## src/rtl/strip_lane_issuer.sv

```systemverilog
module strip_lane_issuer #(
  parameter int LANES      = 8,
  parameter int MAX_ELEMS  = 64,
  parameter int ADDR_W     = 32,
  parameter int ELEM_SHIFT = 2
) (
  input  logic                                 clk,
  input  logic                                 rst_n,
  input  logic                                 cmd_valid,
  input  logic [$clog2(MAX_ELEMS+1)-1:0]       cmd_n,
  input  logic [$clog2(MAX_ELEMS+1)-1:0]       cmd_mvl,
  input  logic [ADDR_W-1:0]                    cmd_base,
  input  logic                                 cmd_pred_en,
  input  logic [MAX_ELEMS-1:0]                 cmd_pred,
  output logic                                 chunk_valid,
  input  logic                                 chunk_ready,
  output logic [ADDR_W-1:0]                    chunk_addr,
  output logic [$clog2(MAX_ELEMS+1)-1:0]       chunk_index,
  output logic [LANES-1:0]                     chunk_mask,
  output logic                                 done
);
  localparam int CNT_W = $clog2(MAX_ELEMS+1);

  logic              busy;
  logic [CNT_W-1:0]  rem, pass_left, idx, mvl_q, cnt;
  logic [ADDR_W-1:0] base_q;
  logic              pen_q;
  logic [MAX_ELEMS-1:0] pred_q;
  logic [LANES-1:0]  tail;

  function automatic logic [CNT_W-1:0] min2(input logic [CNT_W-1:0] a, input logic [CNT_W-1:0] b);
    return (a < b) ? a : b;
  endfunction

  wire [CNT_W-1:0] mvl_eff = (cmd_mvl == '0) ? CNT_W'(1) : cmd_mvl;
  wire             fire    = busy && chunk_ready;
  wire [CNT_W-1:0] rem_nx  = rem - cnt;
  wire [CNT_W-1:0] pl_nx   = pass_left - cnt;

  assign cnt = min2(pass_left, CNT_W'(LANES));

  for (genvar l = 0; l < LANES; l++) begin : g_lane
    assign tail[l]       = CNT_W'(l) < cnt;
    assign chunk_mask[l] = tail[l] && (!pen_q || pred_q[l]);
  end

  assign chunk_valid = busy;
  assign chunk_index = idx;
  assign chunk_addr  = base_q + (ADDR_W'(idx) << ELEM_SHIFT);

  always_ff @(posedge clk) begin
    if (!rst_n) begin
      busy      <= 1'b0;
      done      <= 1'b0;
      rem       <= '0;
      pass_left <= '0;
      idx       <= '0;
      mvl_q     <= '0;
      base_q    <= '0;
      pen_q     <= 1'b0;
      pred_q    <= '0;
    end else begin
      done <= 1'b0;
      if (!busy) begin
        if (cmd_valid) begin
          idx       <= '0;
          rem       <= cmd_n;
          mvl_q     <= mvl_eff;
          pass_left <= min2(cmd_n, mvl_eff);
          base_q    <= cmd_base;
          pen_q     <= cmd_pred_en;
          pred_q    <= cmd_pred;
          busy      <= (cmd_n != '0);
          done      <= (cmd_n == '0);
        end
      end else if (fire) begin
        idx    <= idx + cnt;
        rem    <= rem_nx;
        pred_q <= pred_q >> cnt;
        if (pl_nx != '0) begin
          pass_left <= pl_nx;
        end else if (rem_nx != '0) begin
          pass_left <= min2(rem_nx, mvl_q);
        end else begin
          pass_left <= '0;
          busy      <= 1'b0;
          done      <= 1'b1;
        end
      end
    end
  end

  assert_pass_R1: assert property (@(posedge clk) disable iff (!rst_n)
    chunk_valid |-> (pass_left != '0) && (pass_left <= mvl_q) && (pass_left <= rem));

  assert_step_R3: assert property (@(posedge clk) disable iff (!rst_n)
    (chunk_valid && chunk_ready) |=> !chunk_valid ||
      ((chunk_addr - $past(chunk_addr)) == (ADDR_W'(chunk_index - $past(chunk_index)) << ELEM_SHIFT)));

  assert_hold_R8: assert property (@(posedge clk) disable iff (!rst_n)
    (chunk_valid && !chunk_ready) |=> chunk_valid && $stable(chunk_addr)
      && $stable(chunk_index) && $stable(chunk_mask));

  assert_ignore_R9: assert property (@(posedge clk) disable iff (!rst_n)
    (chunk_valid && !chunk_ready && cmd_valid) |=> $stable(rem) && $stable(pass_left) && $stable(base_q));

  assert_zero_R7: assert property (@(posedge clk) disable iff (!rst_n)
    (!chunk_valid && cmd_valid && cmd_n == '0) |=> done && !chunk_valid);

  assert_pulse_R10: assert property (@(posedge clk) disable iff (!rst_n)
    done |-> !chunk_valid ##1 !done);

endmodule

```

## config.mk

```make
export PLATFORM = sky130hd
export DESIGN_NAME = strip_lane_issuer
export DESIGN_NICKNAME = d
export VERILOG_FILES = /design/src/rtl/strip_lane_issuer.sv
export SDC_FILE = /design/constraint.sdc
export NUM_CORES = 1
export LEC_CHECK = 0
export ABC_CLOCK_PERIOD_IN_PS = 5200
export BUFFER_PORTS_ARGS = -buffer_cell sky130_fd_sc_hd__clkbuf_2
export CAP_MARGIN = 40
export CORE_ASPECT_RATIO = 0.6
export CORE_MARGIN = 1.5
export CORE_UTILIZATION = 49
export DETAILED_ROUTE_END_ITERATION = 7
export GPL_TIMING_DRIVEN = 0
export HOLD_SLACK_MARGIN = 0.05
export PLACE_DENSITY = 0.71
export SYNTH_ARGS = -nofsm -noshare
export SYNTH_HDL_FRONTEND = slang
export SYNTH_SLANG_ARGS = --single-unit
```

## constraint.sdc

```tcl
create_clock -name clk -period 5.2 [get_ports clk]
set_clock_uncertainty 0.1 [all_clocks]
set_input_delay 0.52 -clock clk [delete_from_list [all_inputs] [get_ports clk]]
set_output_delay 0.52 -clock clk [all_outputs]
set_load 0.03 [all_outputs]
```

==> reports/metrics.csv, run 1 <==
stage;metric;value;unit
cells_and_area;layoutNonFillerInstCount;1723;
sta;fmax;0.203;GHz
pwr;clkPwrFrac;0.307;
global_route;grt_pass1_wl;53300;um
outcome;run_status;finished, final reports clean;
worst_hold_path;hp-class;in -> reg;
logic_synthesis;synthArstFlopShare;0;
global_route;grt_max_degree;17;
sta;hold_viol;0;
floorplan;core_area;19200;um2
place;port-buffer-count;162;
cells_and_area;drive_above_1_share;0.152;
drt;vias;10400;
sta;worst_slack;267;ps
pwr;power_switching;1.65;mW
sta;worst_slew_pin_slew;932;ps
logic_synthesis;ys_ff_latch;127;
clock_tree;clkLatencyLatePin;430;ps
sta;drv_slew;0;
critical_path;startpoint_type;flop;
cells_and_area;design_area;11500;um2
sta;fin_crit_sh;0.949;
drt;viasPerCell;6.06;
logic_synthesis;synth_seq_area_share;0.261;
cells_and_area;final_nets;1595;
sta;maxSlewHeadroom;0.376;
pwr;ir_drop;0.000280;V
logic_synthesis;yosysUniqueCellTypes;65;
drt;wl;35300;um
pwr;pwr-share-seq;0.297;
critical_path;cp.arrival;5190;ps
sta;fin_crit;4930;ps
cells_and_area;area_delta_synth_final;18.5;%
pwr;intPower;2.34;mW
drt;drtIter0Drc;1377;
pwr;netSwitchingFraction;0.414;
critical_path;required;5450;ps
logic_synthesis;synth_warnings;0;
floorplan;die_h;112;um
global_route;antenna_found_initial;0;
critical_path;crit_fanout;10;
cells_and_area;final_util;0.600;
floorplan;initial_core_util;0.507;
critical_path;max_stage_delay;490;ps
floorplan;die-area;20800;um2
clock_tree;clock-root-buffer;clkbuf_16;
clock_tree;cts.sinks;127;
logic_synthesis;netlist_instances;1257;
floorplan;io_pins;164;
critical_path;path_cells;buf_2, nor4_4, clkbuf_1, buf_1, buf_2, ha_1, o21ai_0, or4b_1, o2111a_2, ha_1, a21oi_1, o21ai_0, a21oi_2, buf_12, mux2i_1, o311a_1, a211oi_1;
drt;ant_nets;0;
clock_tree;cts_htree_levels;4;
floorplan;rows;39;
logic_synthesis;synth_edf_count;0;
logic_synthesis;synthesis.area;9740;um2
pwr;leakage;5.11;nW
run;maxCapViolCount;0;
sta;fin_hold_ws;217;ps
clock_tree;cts_buffers;17;
logic_synthesis;syn_area_per_cell;7.75;um2
cells_and_area;final_common_cell;nand2_1;
critical_path;crit_type;reg -> reg;
cells_and_area;final_cell_mix;nand2_1 (205), mux2i_1 (177), clkbuf_2 (162);
drt;drt_pre_antenna_iters;6;
place;dp_slack;-336;ps
critical_path;cpMaxStageDelayCell;or4b_1;
global_route;grt_usage;0.337;
place;gp_congestion;0.968;
pwr;power.density;346;nW/um2
drt;drc;0;
clock_tree;clk_pin_slew;60;ps
drt;wl_per_cell;20.5;um
logic_synthesis;synth_ff_type;dfxtp_1;
cells_and_area;antenna_cells;0;
sta;rsz0062_at_grt;no;
floorplan;die_x;185;um
clock_tree;cts_tree;yes;
global_route;grt_overflow_total;0;
place;placed_cells;1690;
global_route;grt_pass1_vias;9325;
clock_tree;ctsLongestPathBuffers;2;
place;post-dp-hpwl;27400;um
sta;setup_viol;0;
sta;tns;0;ps
pwr;share_comb_of_total_power;0.396;
place;placed_area;10900;um2
critical_path;cp-end-kind;flop;
pwr;p_total;3.99;mW
==> worst max-delay path, delay by kind of cell, from the launching register on <==
kind	cells	cell delay (ps)
fa+ha+maj	2	650
mux	1	110
flops	1	310
buf+inv	5	1550
compound gates	7	1280
simple gates	2	820
==> flip-flops by register name (all words and copies together), names as in the netlist <==
signal and flops:
chunk_valid 1, pass_left 7, done 1, mvl_q 7, base_q 32, rem 7
pred_q 64, pen_q 1, chunk_index 7
==> cells in the mapped netlist (all sizes together), types with 21 or more instances <==
| cell | n | area [um2] |
|---|---|---|
| nand2 | 205 | 769 |
| mux2i | 177 | 1770 |
| dfxtp | 127 | 2540 |
| o21ai | 122 | 611 |
| clkbuf | 71 | 267 |
| nor2 | 62 | 233 |
| a21oi | 53 | 265 |
| a21boi | 45 | 338 |
| inv | 45 | 169 |
| o21a | 44 | 330 |
| o31ai | 39 | 298 |
| ha | 33 | 413 |
| buf | 22 | 116 |
| nand3 | 21 | 110 |
| xnor2 | 21 | 184 |
==> final timing paths <==
kind                                    from      endpoint  slack, ps  cells after the start
worst max-delay path            pass_left[4]  pass_left[2]        270                     17
worst min register to register    base_q[17]    base_q[17]        360                      2
worst max register to register  pass_left[4]  pass_left[2]        270                     17
worst min-delay path            cmd_base[16]    base_q[16]        220                      3
==> layout make-up <==
| type | count | area, um2 |
|---|---|---|
| flip-flops and latches | 127 | 2540 |
| plain buffers | 93 | 384 |
| clock buffers | 17 | 425 |
| fillers | 1847 | 7690 |
| well taps | 266 | 333 |
| clock inverters | 15 | 164 |
| multi-input cells | 994 | 6670 |
| repair buffers | 165 | 847 |
| inverters | 46 | 173 |
==> cell families (layout without fill, tap and decap cells) <==
| kind of cell | after synthesis | after routing | share of synthesized area |
|---|---|---|---|
| AOI/OAI and AO/OA | 397 | 397 | 0.265 |
| xor gates and xnor gates | 33 | 33 | 0.0297 |
| muxes | 177 | 177 | 0.182 |
| DFF | 127 | 127 | 0.261 |
| other | 2 | 5 | 0.000771 |
| and+or+nand+nor | 346 | 346 | 0.156 |
| buffers and inverters | 139 | 336 | 0.0570 |
| adders and majority gates | 36 | 36 | 0.0486 |
==> what timing repair did <==
action,CTS,global route
hold buffers,0,0
resized for setup,2,3
setup endpoints to repair,7,7
setup buffers,1,0
cloned,0,0
==> power groups by stage <==
stage / Clock, mW / Sequential, mW / Combinational, mW
final: 1.23 / 1.19 / 1.58
after global placement: 0 / 1.20 / 1.45
after floorplan: 0 / 1.17 / 1.05
after global routing: 1.27 / 1.20 / 1.69
after detailed placement: 0 / 1.20 / 1.48
after CTS: 1.22 / 1.18 / 1.52
==> per-layer routing <==
| layer | track usage | share of wire |
|---|---|---|
| met4 | 0.0797 | 0.015 |
| met1 | 0.533 | 0.47 |
| met2 | 0.421 | 0.38 |
| met5 | 0 | 0 |
| met3 | 0.110 | 0.13 |
(Power assumes the default switching activity.)
==> inputs of run 2 (changes only) <==
- ABC_CLOCK_PERIOD_IN_PS: 5200 -> 5500
- clock period: 5.2 -> 5.5 ns (I/O delays scaled with it)
==> run 2 against run 1 <==
Effect of this change:
- total power is 5.9% lower
- largest cell class unchanged
- flip-flop and latch count stayed put
- critical endpoint is now pass_left[4]
- utilization is 0.091 points lower
- first-iteration DRC count is 2.0% lower
- highest routed layer unchanged
- wire length is 0.16% lower
- largest power group unchanged
==> reports/metrics.csv, run 2 (synthesized netlist as in run 1, its figures left out) <==
stage;metric;value;unit
critical_path;worst-path-buf-inv;4;
clock_tree;clock-root-buffer;clkbuf_16;
clock_tree;clkLatencyLatePin;440;ps
global_route;grt_pass1_vias;9306;
cells_and_area;final_common_cell;nand2_1;
critical_path;rrSetupSlack;310;ps
sta;worst_slew_pin_slew;937;ps
pwr;ir_drop;0.000268;V
critical_path;startpoint_type;flop;
clock_tree;cts_buffers;17;
place;post-dp-hpwl;27400;um
cells_and_area;final_util;0.599;
cells_and_area;drive_above_1_share;0.151;
pwr;netSwitchingFraction;0.416;
pwr;leakage;5.10;nW
pwr;p_total;3.76;mW
drt;ant_nets;0;
cells_and_area;final_nets;1594;
sta;drv_slew;0;
clock_tree;post-cts-setup-buffers;0;
place;placed_cells;1690;
pwr;pwr-share-seq;0.299;
drt;drtIter0Drc;1349;
critical_path;cp-end-kind;flop;
drt;drc;0;
drt;wl_per_cell;20.4;um
critical_path;crit_fanout;11;
global_route;grt_overflow_total;0;
clock_tree;cts.sinks;127;
sta;setup_viol;0;
drt;viasPerCell;6.10;
floorplan;initial_core_util;0.507;
floorplan;die_x;185;um
clock_tree;clk_pin_slew;70;ps
floorplan;die_h;112;um
global_route;grt_pass1_wl;53200;um
critical_path;max_stage_delay;430;ps
critical_path;timing.rr.start;pass_left[4];
worst_hold_path;hold_path_startpoint;cmd_base[16];
critical_path;crit_family;compound AO/OA/AOI/OAI gates;
critical_path;cpMaxStageDelayCell;a211oi_1;
sta;fin_crit_sh;0.944;
run;maxCapViolCount;0;
pwr;clkPwrFrac;0.309;
clock_tree;cts.repair.resized;1;
cells_and_area;final_cell_mix;nand2_1 (205), mux2i_1 (177), clkbuf_2 (163);
floorplan;core_area;19200;um2
clock_tree;cts_hold_buf;0;
outcome;run_status;finished, final reports clean;
place;gp_congestion;0.968;
sta;fin_crit;5190;ps
sta;maxSlewHeadroom;0.373;
sta;rsz0062_at_grt;no;
critical_path;required;5740;ps
drt;drt_pre_antenna_iters;5;
pwr;power_switching;1.56;mW
cells_and_area;antenna_cells;0;
critical_path;reg2regPathDepth;18;
drt;wl;35200;um
critical_path;cp.arrival;5430;ps
clock_tree;cts_tree;yes;
critical_path;path_cells;buf_2, nor4_4, nand2_1, inv_2, buf_2, ha_1, inv_1, fa_1, a211oi_1, or4b_1, o2111a_2, ha_1, a21oi_1, o21ai_0, a21oi_4, mux2i_1, o311a_1, a211oi_1;
clock_tree;cts_htree_levels;4;
cells_and_area;regArea;2540;um2
floorplan;die-area;20800;um2
drt;vias;10500;
clock_tree;ctsLongestPathBuffers;2;
global_route;grt_usage;0.336;
sta;fmax;0.193;GHz
critical_path;worstSetupPathDepth;18;
global_route;antenna_found_initial;0;
critical_path;r2r_end;pass_left[4];
pwr;power.density;326;nW/um2
floorplan;io_pins;164;
cells_and_area;layoutNonFillerInstCount;1722;
worst_hold_path;hp-class;in -> reg;
critical_path;crit_type;reg -> reg;
place;port-buffer-count;162;
worst_hold_path;worstHoldPathCells;3;
critical_path;crit_path_start;pass_left[4];
global_route;grt_max_degree;17;
cells_and_area;fillers;1855;
pwr;share_comb_of_total_power;0.392;
pwr;intPower;2.20;mW
floorplan;rows;39;
critical_path;worstSetupEndpoint;pass_left[4];
cells_and_area;multiInputGateArea;6670;um2
cells_and_area;area_delta_synth_final;18.3;%
sta;hold_viol;0;
cells_and_area;reg_top3;pred_q: 64 flops, base_q: 32 flops;
cells_and_area;largest_reg_flops;64;
cells_and_area;regMostFlops;pred_q;
[run 2: cell count changes in the layout (fill, tap and decap cells not counted)]
cell	before	now
a211oi_1	8	9
a211oi_2	1	0
a21oi_2	1	0
a21oi_4	0	1
buf_1	11	10
buf_12	1	0
buf_2	5	4
clkbuf_1	70	71
clkbuf_2	162	163
[run 2: worst min-delay path by stage]
stage / slack [ps] / to
after CTS: 240 / pen_q
final: 240 / base_q[16]
after floorplan: 340 / rem[0]
after detailed placement: 360 / base_q[17]
after global routing: 250 / base_q[21]
after global placement: 350 / base_q[1]
[run 2: worst reg2reg max path: cells and delay by family, from the launching register on]
kind,cells,cell delay (ps)
compound gates,7,1860
fa+ha+maj,3,970
buf+inv,4,870
mux,1,200
simple gates,3,790
flops,1,300
[run 2: routing by layer]
layer	GRT usage	vias up	wire, um
met3	0.111	42	4650
met2	0.419	618	13300
met5	0	-	0
met1	0.532	4938	16800
met4	0.0797	0	512
li1	-	4908	-
[run 2: per-stage QoR]
stage	hold slack, ps	setup slack, ps	TNS, ps	cell area (um2)
floorplan	341	1050	0	9750
global placement	354	110	0	10900
detailed placement	359	-36.2	-36.2	10900
CTS	239	206	0	11500
global route	250	77.2	0	11500
finish	243	307	0	11500
[run 2: cell type report]
type,count,share of cell area
inverter,46,0.0150
multi-input combinational,994,0.579
timing repair buffer,164,0.0718
clock inverter,15,0.0142
sequential,127,0.221
tap,266,0.0289
clock buffer,17,0.0369
buffer,93,0.0333
[run 2: power groups by stage]
stage                     Clock [mW]  Sequential, mW  Combinational (mW)
after floorplan                    0            1.11               0.993
after global placement             0            1.13                1.37
after detailed placement           0            1.13                1.40
after CTS                       1.16            1.12                1.41
after global routing            1.20            1.13                1.58
final                           1.16            1.12                1.47
==> inputs of run 3 (changes only) <==
- BUFFER_PORTS_ARGS: -buffer_cell sky130_fd_sc_hd__clkbuf_2 -> default
- DONT_BUFFER_PORTS: default -> 1
- PLACE_DENSITY: 0.71 -> default
==> run 3 against run 2 <==
Effect of this change:
- count of clock-buffer cells in the layout unchanged
- critical path depth unchanged
- total power decreased by 3.3%
- global-route usage grew 0.19 points
- clock power fell by 4%
- sequential share of layout area rose by 1.8 points
- maximum frequency decreased by 1.4%
- die area is the same
- setup slack worse by 71 ps
- cell count fell by 9.4%
- wire length is 0.42% lower
- highest routed layer is now met5
==> reports/metrics.csv, run 3 (synthesized netlist as in run 1, its figures left out) <==
stage;metric;value;unit
critical_path;crit_type;reg -> reg;
global_route;gr-usage-met1;0.542;
drt;drtIter0Drc;1181;
cells_and_area;reg_top3;pred_q: 64 flops, base_q: 32 flops;
floorplan;die_h;112;um
run;maxCapViolCount;0;
clock_tree;clkLatencyLatePin;440;ps
cells_and_area;largest_reg_flops;64;
floorplan;die_x;185;um
place;placed_area;10100;um2
place;dp_slack;8.63;ps
drt;wl;35100;um
sta;worst_slack;236;ps
place;port-buffer-count;0;
sta;hold_viol;0;
sta;fin_crit_sh;0.957;
drt;wl_per_cell;22.5;um
global_route;grt_pass1_vias;8849;
clock_tree;cts_hold_buf;0;
global_route;grt_max_degree;17;
clock_tree;cts_htree_levels;4;
drt;ant_nets;0;
sta;worst_slew_pin_slew;949;ps
pwr;leakage;4.40;nW
critical_path;required;5730;ps
pwr;p_total;3.63;mW
floorplan;die-area;20800;um2
cells_and_area;final_common_cell;nand2_1;
cells_and_area;area_delta_synth_final;9.53;%
clock_tree;clock-root-buffer;clkbuf_16;
floorplan;rows;39;
sta;fin_crit;5260;ps
global_route;grt.busiest_layer;met1;
sta;setup_viol;0;
global_route;grt_overflow_total;0;
clock_tree;cts_tree;yes;
cells_and_area;final_cell_mix;nand2_1 (205), mux2i_1 (177), dfxtp_1 (127);
clock_tree;clk_pin_slew;60;ps
place;gp_congestion;0.941;
floorplan;io_pins;164;
critical_path;cp.arrival;5500;ps
global_route;grt_usage;0.338;
cells_and_area;final_nets;1431;
critical_path;cp-end-kind;flop;
sta;drv_slew;0;
sta;fmax;0.190;GHz
clock_tree;ctsLongestPathBuffers;2;
cells_and_area;design_area;10700;um2
drt;vias;9880;
drt;drc;0;
worst_hold_path;hp-class;in -> reg;
outcome;run_status;finished, final reports clean;
cells_and_area;drive_above_1_share;0.0433;
critical_path;crit_fanout;11;
sta;rsz0062_at_grt;no;
global_route;use_met2;0.413;
clock_tree;cts.sinks;127;
global_route;use_met3;0.111;
global_route;grt_pass1_wl;53000;um
drt;viasPerCell;6.33;
floorplan;core_area;19200;um2
cells_and_area;regMostFlops;pred_q;
place;post-dp-hpwl;27400;um
floorplan;initial_core_util;0.507;
global_route;antenna_found_initial;2;
pwr;power.density;341;nW/um2
pwr;ir_drop;0.000241;V
sta;maxSlewHeadroom;0.367;
clock_tree;cts_buffers;17;
drt;drt_pre_antenna_iters;5;
cells_and_area;final_util;0.555;
critical_path;startpoint_type;flop;
cells_and_area;fillers;1884;
-- run 3: cell types whose count changed in the layout (fill, tap and decap cells not counted), sizes merged --
cell    change
buf         -1
bufinv      -1
clkbuf    -162
diode       +1
inv         +1
-- run 3: worst max-delay path, stage by stage (launching register included) --
cell and delay, ps:
dfxtp_1 290, buf_2 180, nor4_4 350, nand2_1 280
inv_2 260, buf_2 360, ha_1 260, inv_1 60
fa_1 410, a211oi_1 360, nor2_1 110, xor2_1 450
ha_1 350, a21oi_1 130, o21ai_0 140, a21oi_4 320
mux2i_1 390, nor3_1 140, o21a_1 210
-- run 3: cell type report --
cell class / count / area [um2] / share of cell area
Multi-Input combinational cell: 994 / 6660 / 0.625
Clock inverter: 15 / 139 / 0.0130
Sequential cell: 127 / 2540 / 0.238
Antenna cell: 1 / 2.50 / 0.000235
Timing Repair Buffer: 1 / 5.00 / 0.000469
Inverter: 46 / 173 / 0.0162
Tap cell: 266 / 333 / 0.0312
Clock buffer: 17 / 425 / 0.0399
Buffer: 93 / 384 / 0.0360
-- run 3: power breakdown --
group,switching (mW),internal (mW)
clock,0.487,0.625
combinational,0.941,0.453
sequential,0.108,1.02
total,1.54,2.10
-- run 3: stage by stage --
stage / hold slack (ps) / setup TNS (ps) / cells
finish: 155 / 0 / 1560
global route: 138 / 0 / 1559
CTS: 144 / 0 / 1559
detailed placement: 360 / 0 / 1527
global placement: 353 / -112 / 1526
floorplan: 341 / 0 / 1260
-- run 3: path summary, 6_finish.rpt --
check	slack (ps)	cells past startpoint	to	from
worst max-delay path	240	18	pass_left[3]	pass_left[4]
worst min-delay path	160	2	base_q[15]	cmd_base[15]
worst max register to register	240	18	pass_left[3]	pass_left[4]
worst min register to register	370	2	base_q[1]	base_q[1]
-- run 3: repair_timing --
item	CTS	global route
resized for setup	1	2
endpoints found under the setup margin	3	5
setup buffers	0	0
-- run 3: metal layers --
| layer | vias to the layer above | share of wire |
|---|---|---|
| li1 | 4579 | - |
| met1 | 4701 | 0.50 |
| met2 | 555 | 0.36 |
| met3 | 43 | 0.13 |
| met4 | 2 | 0.016 |
| met5 | - | 0.00020 |
